### src/rtl/hzd_pkg.sv
package hzd_pkg;

    localparam int unsigned RA_W = 5;
    localparam int unsigned NSRC = 2;

    typedef logic [RA_W-1:0] ra_t;

    // producer held in a later pipeline register
    typedef struct packed {
        logic wen;
        logic is_load;
        ra_t  rd;
    } prod_t;

    // front-end control bundle
    typedef struct packed {
        logic pc_we;
        logic ifid_we;
        logic ifid_flush;
        logic idex_zero;
        logic pc_take_target;
    } ctl_t;

    localparam ctl_t CTL_PASS = '{pc_we: 1'b1, ifid_we: 1'b1, ifid_flush: 1'b0,
                                  idex_zero: 1'b0, pc_take_target: 1'b0};

    function automatic logic live_dst(prod_t p);
        return p.wen && (p.rd != '0);
    endfunction

endpackage

### src/rtl/hzd_match.sv
module hzd_match #(
    parameter int unsigned N = 2,
    parameter int unsigned W = 5
) (
    input  logic [N-1:0][W-1:0] srcs,
    input  logic [W-1:0]        rd,
    input  logic                en,
    output logic                hit
);
    logic [N-1:0] eq;

    generate
        for (genvar g = 0; g < N; g++) begin : g_cmp
            assign eq[g] = (srcs[g] == rd);
        end
    endgenerate

    assign hit = en && (rd != '0) && (|eq);
endmodule

### src/rtl/hzd_detect.sv
module hzd_detect
    import hzd_pkg::*;
(
    input  ra_t [NSRC-1:0] srcs,
    input  logic           is_branch,
    input  prod_t          ex_p,
    input  prod_t          mem_p,
    output logic           load_use,
    output logic           br_wait
);
    logic ex_hit;
    logic mem_hit;

    hzd_match #(.N(NSRC), .W(RA_W)) u_ex_cmp (
        .srcs (srcs),
        .rd   (ex_p.rd),
        .en   (ex_p.wen),
        .hit  (ex_hit)
    );

    hzd_match #(.N(NSRC), .W(RA_W)) u_mem_cmp (
        .srcs (srcs),
        .rd   (mem_p.rd),
        .en   (mem_p.wen && mem_p.is_load),
        .hit  (mem_hit)
    );

    assign load_use = ex_hit && ex_p.is_load;
    assign br_wait  = is_branch && (ex_hit || mem_hit);

    always_comb begin
        if (is_branch && live_dst(ex_p) && (ex_p.rd == srcs[0]))
            a_r4_branch_waits_on_ex: assert (br_wait);
        if (!is_branch && !ex_p.is_load)
            a_r3_forward_no_hold: assert (!load_use && !br_wait);
    end
endmodule

### src/rtl/hzd_arbiter.sv
module hzd_arbiter
    import hzd_pkg::*;
(
    input  logic load_use,
    input  logic br_wait,
    input  logic is_branch,
    input  logic taken,
    output ctl_t ctl
);
    logic redirect;
    logic hold;

    assign redirect = is_branch && taken && !br_wait;
    assign hold     = load_use || br_wait;

    always_comb begin
        ctl = CTL_PASS;
        if (redirect) begin
            ctl.ifid_flush     = 1'b1;
            ctl.pc_take_target = 1'b1;
        end else if (hold) begin
            ctl.pc_we     = 1'b0;
            ctl.ifid_we   = 1'b0;
            ctl.idex_zero = 1'b1;
        end
    end

    always_comb begin
        a_r9_flush_excl: assert (!(ctl.ifid_flush && ctl.idex_zero));
        if (ctl.pc_take_target)
            a_r7_redirect_writes_pc: assert (ctl.pc_we && ctl.ifid_we);
    end
endmodule

### src/rtl/pipe_hazard_ctl.sv
module pipe_hazard_ctl
    import hzd_pkg::*;
(
    input  logic [4:0] dec_rs1,
    input  logic [4:0] dec_rs2,
    input  logic       dec_is_branch,
    input  logic       dec_br_taken,
    input  logic       ex_wen,
    input  logic       ex_is_load,
    input  logic [4:0] ex_rd,
    input  logic       mem_is_load,
    input  logic [4:0] mem_rd,
    output logic       pc_we,
    output logic       ifid_we,
    output logic       ifid_flush,
    output logic       idex_zero,
    output logic       pc_take_target
);
    ra_t [NSRC-1:0] srcs;
    prod_t ex_p;
    prod_t mem_p;
    logic  load_use;
    logic  br_wait;
    ctl_t  ctl;

    assign srcs[0] = dec_rs1;
    assign srcs[1] = dec_rs2;

    assign ex_p  = '{wen: ex_wen || ex_is_load, is_load: ex_is_load, rd: ex_rd};
    assign mem_p = '{wen: mem_is_load, is_load: mem_is_load, rd: mem_rd};

    hzd_detect u_detect (
        .srcs      (srcs),
        .is_branch (dec_is_branch),
        .ex_p      (ex_p),
        .mem_p     (mem_p),
        .load_use  (load_use),
        .br_wait   (br_wait)
    );

    hzd_arbiter u_arb (
        .load_use  (load_use),
        .br_wait   (br_wait),
        .is_branch (dec_is_branch),
        .taken     (dec_br_taken),
        .ctl       (ctl)
    );

    assign pc_we          = ctl.pc_we;
    assign ifid_we        = ctl.ifid_we;
    assign ifid_flush     = ctl.ifid_flush;
    assign idex_zero      = ctl.idex_zero;
    assign pc_take_target = ctl.pc_take_target;

    always_comb begin
        if (ex_is_load && ex_rd != '0 && (ex_rd == dec_rs1 || ex_rd == dec_rs2))
            a_r1_load_use_holds: assert (!pc_we && !ifid_we && idex_zero && !ifid_flush);
        if (ex_rd == '0 && (!mem_is_load || mem_rd == '0))
            a_r2_zero_reg_no_hold: assert (pc_we && !idex_zero);
        if (!dec_is_branch)
            a_r8_taken_ignored: assert (!ifid_flush && !pc_take_target);
    end
endmodule

### config.mk
export PLATFORM = sky130hd
export DESIGN_NAME = pipe_hazard_ctl
export DESIGN_NICKNAME = d
export VERILOG_FILES = /design/src/rtl/hzd_pkg.sv /design/src/rtl/hzd_match.sv /design/src/rtl/hzd_detect.sv /design/src/rtl/hzd_arbiter.sv /design/src/rtl/pipe_hazard_ctl.sv
export SDC_FILE = /design/constraint.sdc
export NUM_CORES = 1
export LEC_CHECK = 0
export BUFFER_PORTS_ARGS = -buffer_cell sky130_fd_sc_hd__buf_4
export CAP_MARGIN = 40
export CORE_AREA = 2 2 39 41
export DETAILED_ROUTE_END_ITERATION = 8
export DIE_AREA = 0 0 41 43
export PLACE_DENSITY_LB_ADDON = 0.25
export SLEW_MARGIN = 40
export SYNTH_ARGS = -nofsm -noshare
export SYNTH_HDL_FRONTEND = slang
export SYNTH_SLANG_ARGS = --single-unit
### constraint.sdc
create_clock -name vclk -period 2.1
set_input_delay 0.21 -clock vclk [all_inputs]
set_output_delay 0.21 -clock vclk [all_outputs]
set_load 0.03 [all_outputs]
==> impl_metrics.env, run 1 <==
export IMPL_ir_drop_mv=0.07173
export IMPL_startpoint_type="primary input"
export IMPL_area_delta_synth_final_pct=73.31
export IMPL_setup_tns_ps=0
export IMPL_power_switching_mw=0.05497
export IMPL_grt_ovfl_total=0
export IMPL_hold_buffers=0
export IMPL_fillers=159
export IMPL_cp_data_arrival_time_ps=1460
export IMPL_post_cts_resized=0
export IMPL_power_leakage_nw=0.2559
export IMPL_status="completed"
export IMPL_ys_types=16
export IMPL_dp_hpwl_um=862.5
export IMPL_dp_cells=88
export IMPL_grt_total_usage=0.1059
export IMPL_cts_setup_buffers=0
export IMPL_power_density_nw_per_um2=217.3
export IMPL_max_freq_mhz=597.2
export IMPL_p_clk_frac=0
export IMPL_multi_input_area_um2=295.3
export IMPL_register_area_um2=0
export IMPL_crit_fanout=3
export IMPL_flops_and_latches=0
export IMPL_hold_depth=3
export IMPL_routed_via_count=394
export IMPL_finalSetupViolCount=0
export IMPL_gp_congestion=0.6890
export IMPL_hold_viol_final=0
export IMPL_num_antenna_cells=0
export IMPL_end_kind="primary output"
export IMPL_hp_class="in2out"
export IMPL_synth_nets=69
export IMPL_max_stage_delay_ps=530
export IMPL_drt_first_pass_iters=2
export IMPL_hold_end="ifid_we"
export IMPL_crit_path_start="ex_rd[0]"
export IMPL_layout_cells_non_filler=88
export IMPL_p_int_mw=0.06328
export IMPL_ys_seq_area_frac=0
export IMPL_syn_area_um2=314.1
export IMPL_yosysWarningCount=0
export IMPL_dieWidth_um=41
export IMPL_dieHeight_um=43
export IMPL_grt_max_degree=5
export IMPL_relSlewSlack=0.7912
export IMPL_crit_required_ps=1890
export IMPL_pwr_share_comb=1.000
export IMPL_switching_share=0.4649
export IMPL_rows=14
export IMPL_fp_dieArea_um2=1763
export IMPL_power_mw=0.1183
export IMPL_finalCritPeriodShare=0.7974
export IMPL_hp_start="dec_is_branch"
export IMPL_drtIter0Drc=1
export IMPL_wl_um=916
export IMPL_maxCapViolations=0
export IMPL_grt_pass1_wl_mm=1.386
export IMPL_synthCells=44
export IMPL_drt_wirelength_per_cell_um=10.41
export IMPL_drc=0
export IMPL_slew_viol_final=0
export IMPL_core_um2=1384
export IMPL_drive_gt1_frac=0.4444
export IMPL_layout_nets=99
export IMPL_io_pins=30
export IMPL_syn_area_per_cell_um2=7.138
export IMPL_fin_crit_ps=1675
export IMPL_rsz0062_at_grt="false"
export IMPL_cp_common_cell="buf_4"
export IMPL_antenna_left=0
export IMPL_cp_slowest_cell="or4_1"
export IMPL_antenna_found_initial=0
export IMPL_port_buffers=30
export IMPL_crit_chain="buf_4 > or4_1 > nor2_2 > nor3_1 > nor3_2 > buf_4"
export IMPL_crit_type="in2out"
export IMPL_vias_per_cell=4.477
export IMPL_grt_pass1_vias=379
export IMPL_tightest_slew_ps=313.3
export IMPL_seq_power_share=0
export IMPL_nClkBuffers=0
export IMPL_start_util=0.2269
-- cell usage in the layout, fill, tap and decap left out --
cell      netlist  layout
buf_4           2      30
xor2_1         14      14
xnor2_1         6       6
nor3_1          5       5
or4_1           2       2
nor2_1          2       2
nand2_1         2       2
nand3_1         2       2
a21oi_1         2       2
nor2_2          1       1
a32oi_1         1       1
o21ai_1         1       1
nor3_2          1       1
inv_1           1       1
a211oi_1        1       1
a21o_1          1       1
-- critical path: cells and delay by family --
| family | cells | cell delay (ps) |
|---|---|---|
| AND/OR/NAND/NOR | 4 | 930 |
| buffers and inverters | 2 | 320 |
-- cell families after synthesis --
group | after synthesis | share of synthesized area
AND/OR/NAND/NOR | 15 | 0.2590
XOR/XNOR | 20 | 0.5578
AO/OA/AOI/OAI | 6 | 0.1235
buffers and inverters | 3 | 0.05974
-- cell usage after synthesis (2+ instances only) --
library cell / n / area share
xnor2_1: 6 / 0.17
nand2_1: 2 / 0.024
a21oi_1: 2 / 0.032
nand3_1: 2 / 0.032
or4_1: 2 / 0.048
xor2_1: 14 / 0.39
buf_4: 2 / 0.048
nor2_1: 2 / 0.024
nor3_1: 5 / 0.080
-- layer usage --
metal / up-vias / global-route usage / routed length (um)
met5: - / 0 / 0
met4: 0 / 0 / 0
met3: 0 / 0 / 41
met2: 11 / 0.2188 / 533
met1: 176 / 0.1139 / 342
li1: 207 / - / -
-- power by group through the flow --
stage	sequential (mW)	clock (mW)	combinational [mW]
after floorplan	0	0	0.0571
after global placement	0	0	0.119
after detailed placement	0	0	0.120
after CTS	0	0	0.120
after global routing	0	0	0.129
final	0	0	0.118
-- worst max-delay path by stage --
stage / endpoint / slack, ps
2_1_floorplan: pc_we / 140
3_3_place_gp: ifid_we / 400
3_5_place_dp: ifid_we / 400
4_1_cts: ifid_we / 400
5_1_grt: ifid_flush / 320
6_report: ifid_flush / 430
-- layout make-up --
class | instances | area share
Inverter | 1 | 0.006897
Multi-Input combinational cell | 41 | 0.5425
Tap cell | 16 | 0.03678
Timing Repair Buffer | 30 | 0.4138
-- through the flow --
| stage | hold slack (ps) | util | cell area, um2 | setup WS, ps |
|---|---|---|---|---|
| final | 763.9 | 0.3933 | 544.3 | 425.5 |
| after global routing | 792.8 | 0.3933 | 544.3 | 321.4 |
| after CTS | 763.5 | 0.3933 | 544.3 | 400.5 |
| after detailed placement | 763.5 | 0.3933 | 544.3 | 400.8 |
| after global placement | 760.7 | 0.3933 | 544.3 | 402.3 |
| after floorplan | 559.3 | - | 314.1 | 141.8 |
Power figures use the tool's default switching activity.
==> run 2: changes to the inputs <==
==> constraint.sdc (replaced) <==
create_clock -name vclk -period 1.4
set_input_delay 0.14 -clock vclk [all_inputs]
set_output_delay 0.14 -clock vclk [all_outputs]
set_load 0.03 [all_outputs]
==> run 2 against run 1 <==
Cell count grew 4.5%; routed wire length grew 19%; global-route usage grew 1.7 points; flip-flop and latch count is the same; cell area grew 32%; the flow now finishes with violations (setup timing); critical path depth is the same; largest cell class unchanged; utilization grew 13 points.
==> impl_metrics.env, run 2 (synthesis results as in run 1) <==
export IMPL_status="finished with violations"
export IMPL_violations="setup timing"
export IMPL_dieHeight_um=43
export IMPL_power_density_nw_per_um2=324.7
export IMPL_wl_mm=1.090
export IMPL_area_delta_synth_final_pct=129.5
export IMPL_drive_gt1_frac=0.6316
export IMPL_cts_setup_buffers=0
export IMPL_vias_per_cell=4.565
export IMPL_tightest_slew_ps=262.4
export IMPL_gp_congestion=0.6720
export IMPL_power_leakage_nw=0.3085
export IMPL_drtIter0Drc=2
export IMPL_grt_pass1_wl_mm=1.573
export IMPL_fin_util=0.5208
export IMPL_drc=0
export IMPL_grt_total_usage=0.1230
export IMPL_layout_common_cells="buf_4 (25), xor2_1 (12), buf_6 (8), xnor2_1 (6)"
export IMPL_max_freq_mhz=660.9
export IMPL_fin_crit_ps=1513
export IMPL_flops_and_latches=0
export IMPL_core_um2=1384
export IMPL_ir_drop_mv=0.1375
export IMPL_finalCritPeriodShare=1.081
export IMPL_startpoint_type="primary input"
export IMPL_power_mw=0.2340
export IMPL_hp_class="in2out"
export IMPL_finalSetupViolCount=5
export IMPL_antenna_found_initial=0
export IMPL_cp_data_arrival_time_ps=1370
export IMPL_hold_viol_final=0
export IMPL_io_pins=30
export IMPL_place_ws_ps=-266.5
export IMPL_slew_viol_final=0
export IMPL_maxCapViolations=0
export IMPL_grt_ovfl_total=0
export IMPL_rsz0062_at_grt="true"
export IMPL_crit_fanout=3
export IMPL_nClkBuffers=0
export IMPL_dieWidth_um=41
export IMPL_num_antenna_cells=0
export IMPL_antenna_left=0
export IMPL_drt_first_pass_iters=2
export IMPL_hold_buffers=0
export IMPL_crit_required_ps=1260
export IMPL_rows=14
export IMPL_grt_max_degree=5
export IMPL_drt_wirelength_per_cell_um=11.85
export IMPL_grt_pass1_vias=427
export IMPL_setup_tns_ps=-391.1
export IMPL_routed_via_count=420
export IMPL_end_kind="primary output"
export IMPL_layout_nets=103
export IMPL_final_common_cell="buf_4"
export IMPL_start_util=0.2269
export IMPL_relSlewSlack=0.8245
export IMPL_whs_ps=591.4
export IMPL_port_buffers=30
export IMPL_fp_dieArea_um2=1763
export IMPL_crit_type="in2out"
export IMPL_register_area_um2=0
export IMPL_setup_ws_ps=-113.1
-- run 2: worst paths after layout --
kind,startpoint,to,cells past startpoint
max,ex_rd[3],ifid_flush,6
min,dec_is_branch,ifid_we,3
-- run 2: critical path, cell delays in order --
cell,delay [ps]
buf_8,100
or4_4,530
nor2_4,170
nor3_4,70
nor3_4,200
buf_6,160
-- run 2: stage by stage --
step,area (um2),std cells
finish,720.7,92
global route,720.7,92
CTS,676.9,92
detailed placement,605.6,92
global placement,605.6,92
floorplan,349.1,44
-- run 2: per-layer routing --
layer	share of wire	global-route usage	vias up	wire length (um)
li1	-	-	211	-
met1	0.35	0.1270	184	377
met2	0.53	0.2469	25	576
met3	0.12	0.02094	0	135
met4	0	0	0	0
met5	0	0	-	0
-- run 2: report_power, final --
group	internal [mW]	switching [mW]
sequential	0	0
clock	0	0
combinational	0.126	0.108
total	0.126	0.108
-- run 2: timing repair --
action                     in CTS  in global routing
pin swaps                       6                  4
gates resized for setup        16                  7
setup endpoints to repair       5                  5
-- run 2: area by class of cell --
class / count / area (um2)
fill: 149 / 663.1
multi-input combinational: 41 / 404.1
timing repair buffer: 34 / 292.8
tap: 16 / 20.02
inverter: 1 / 3.754
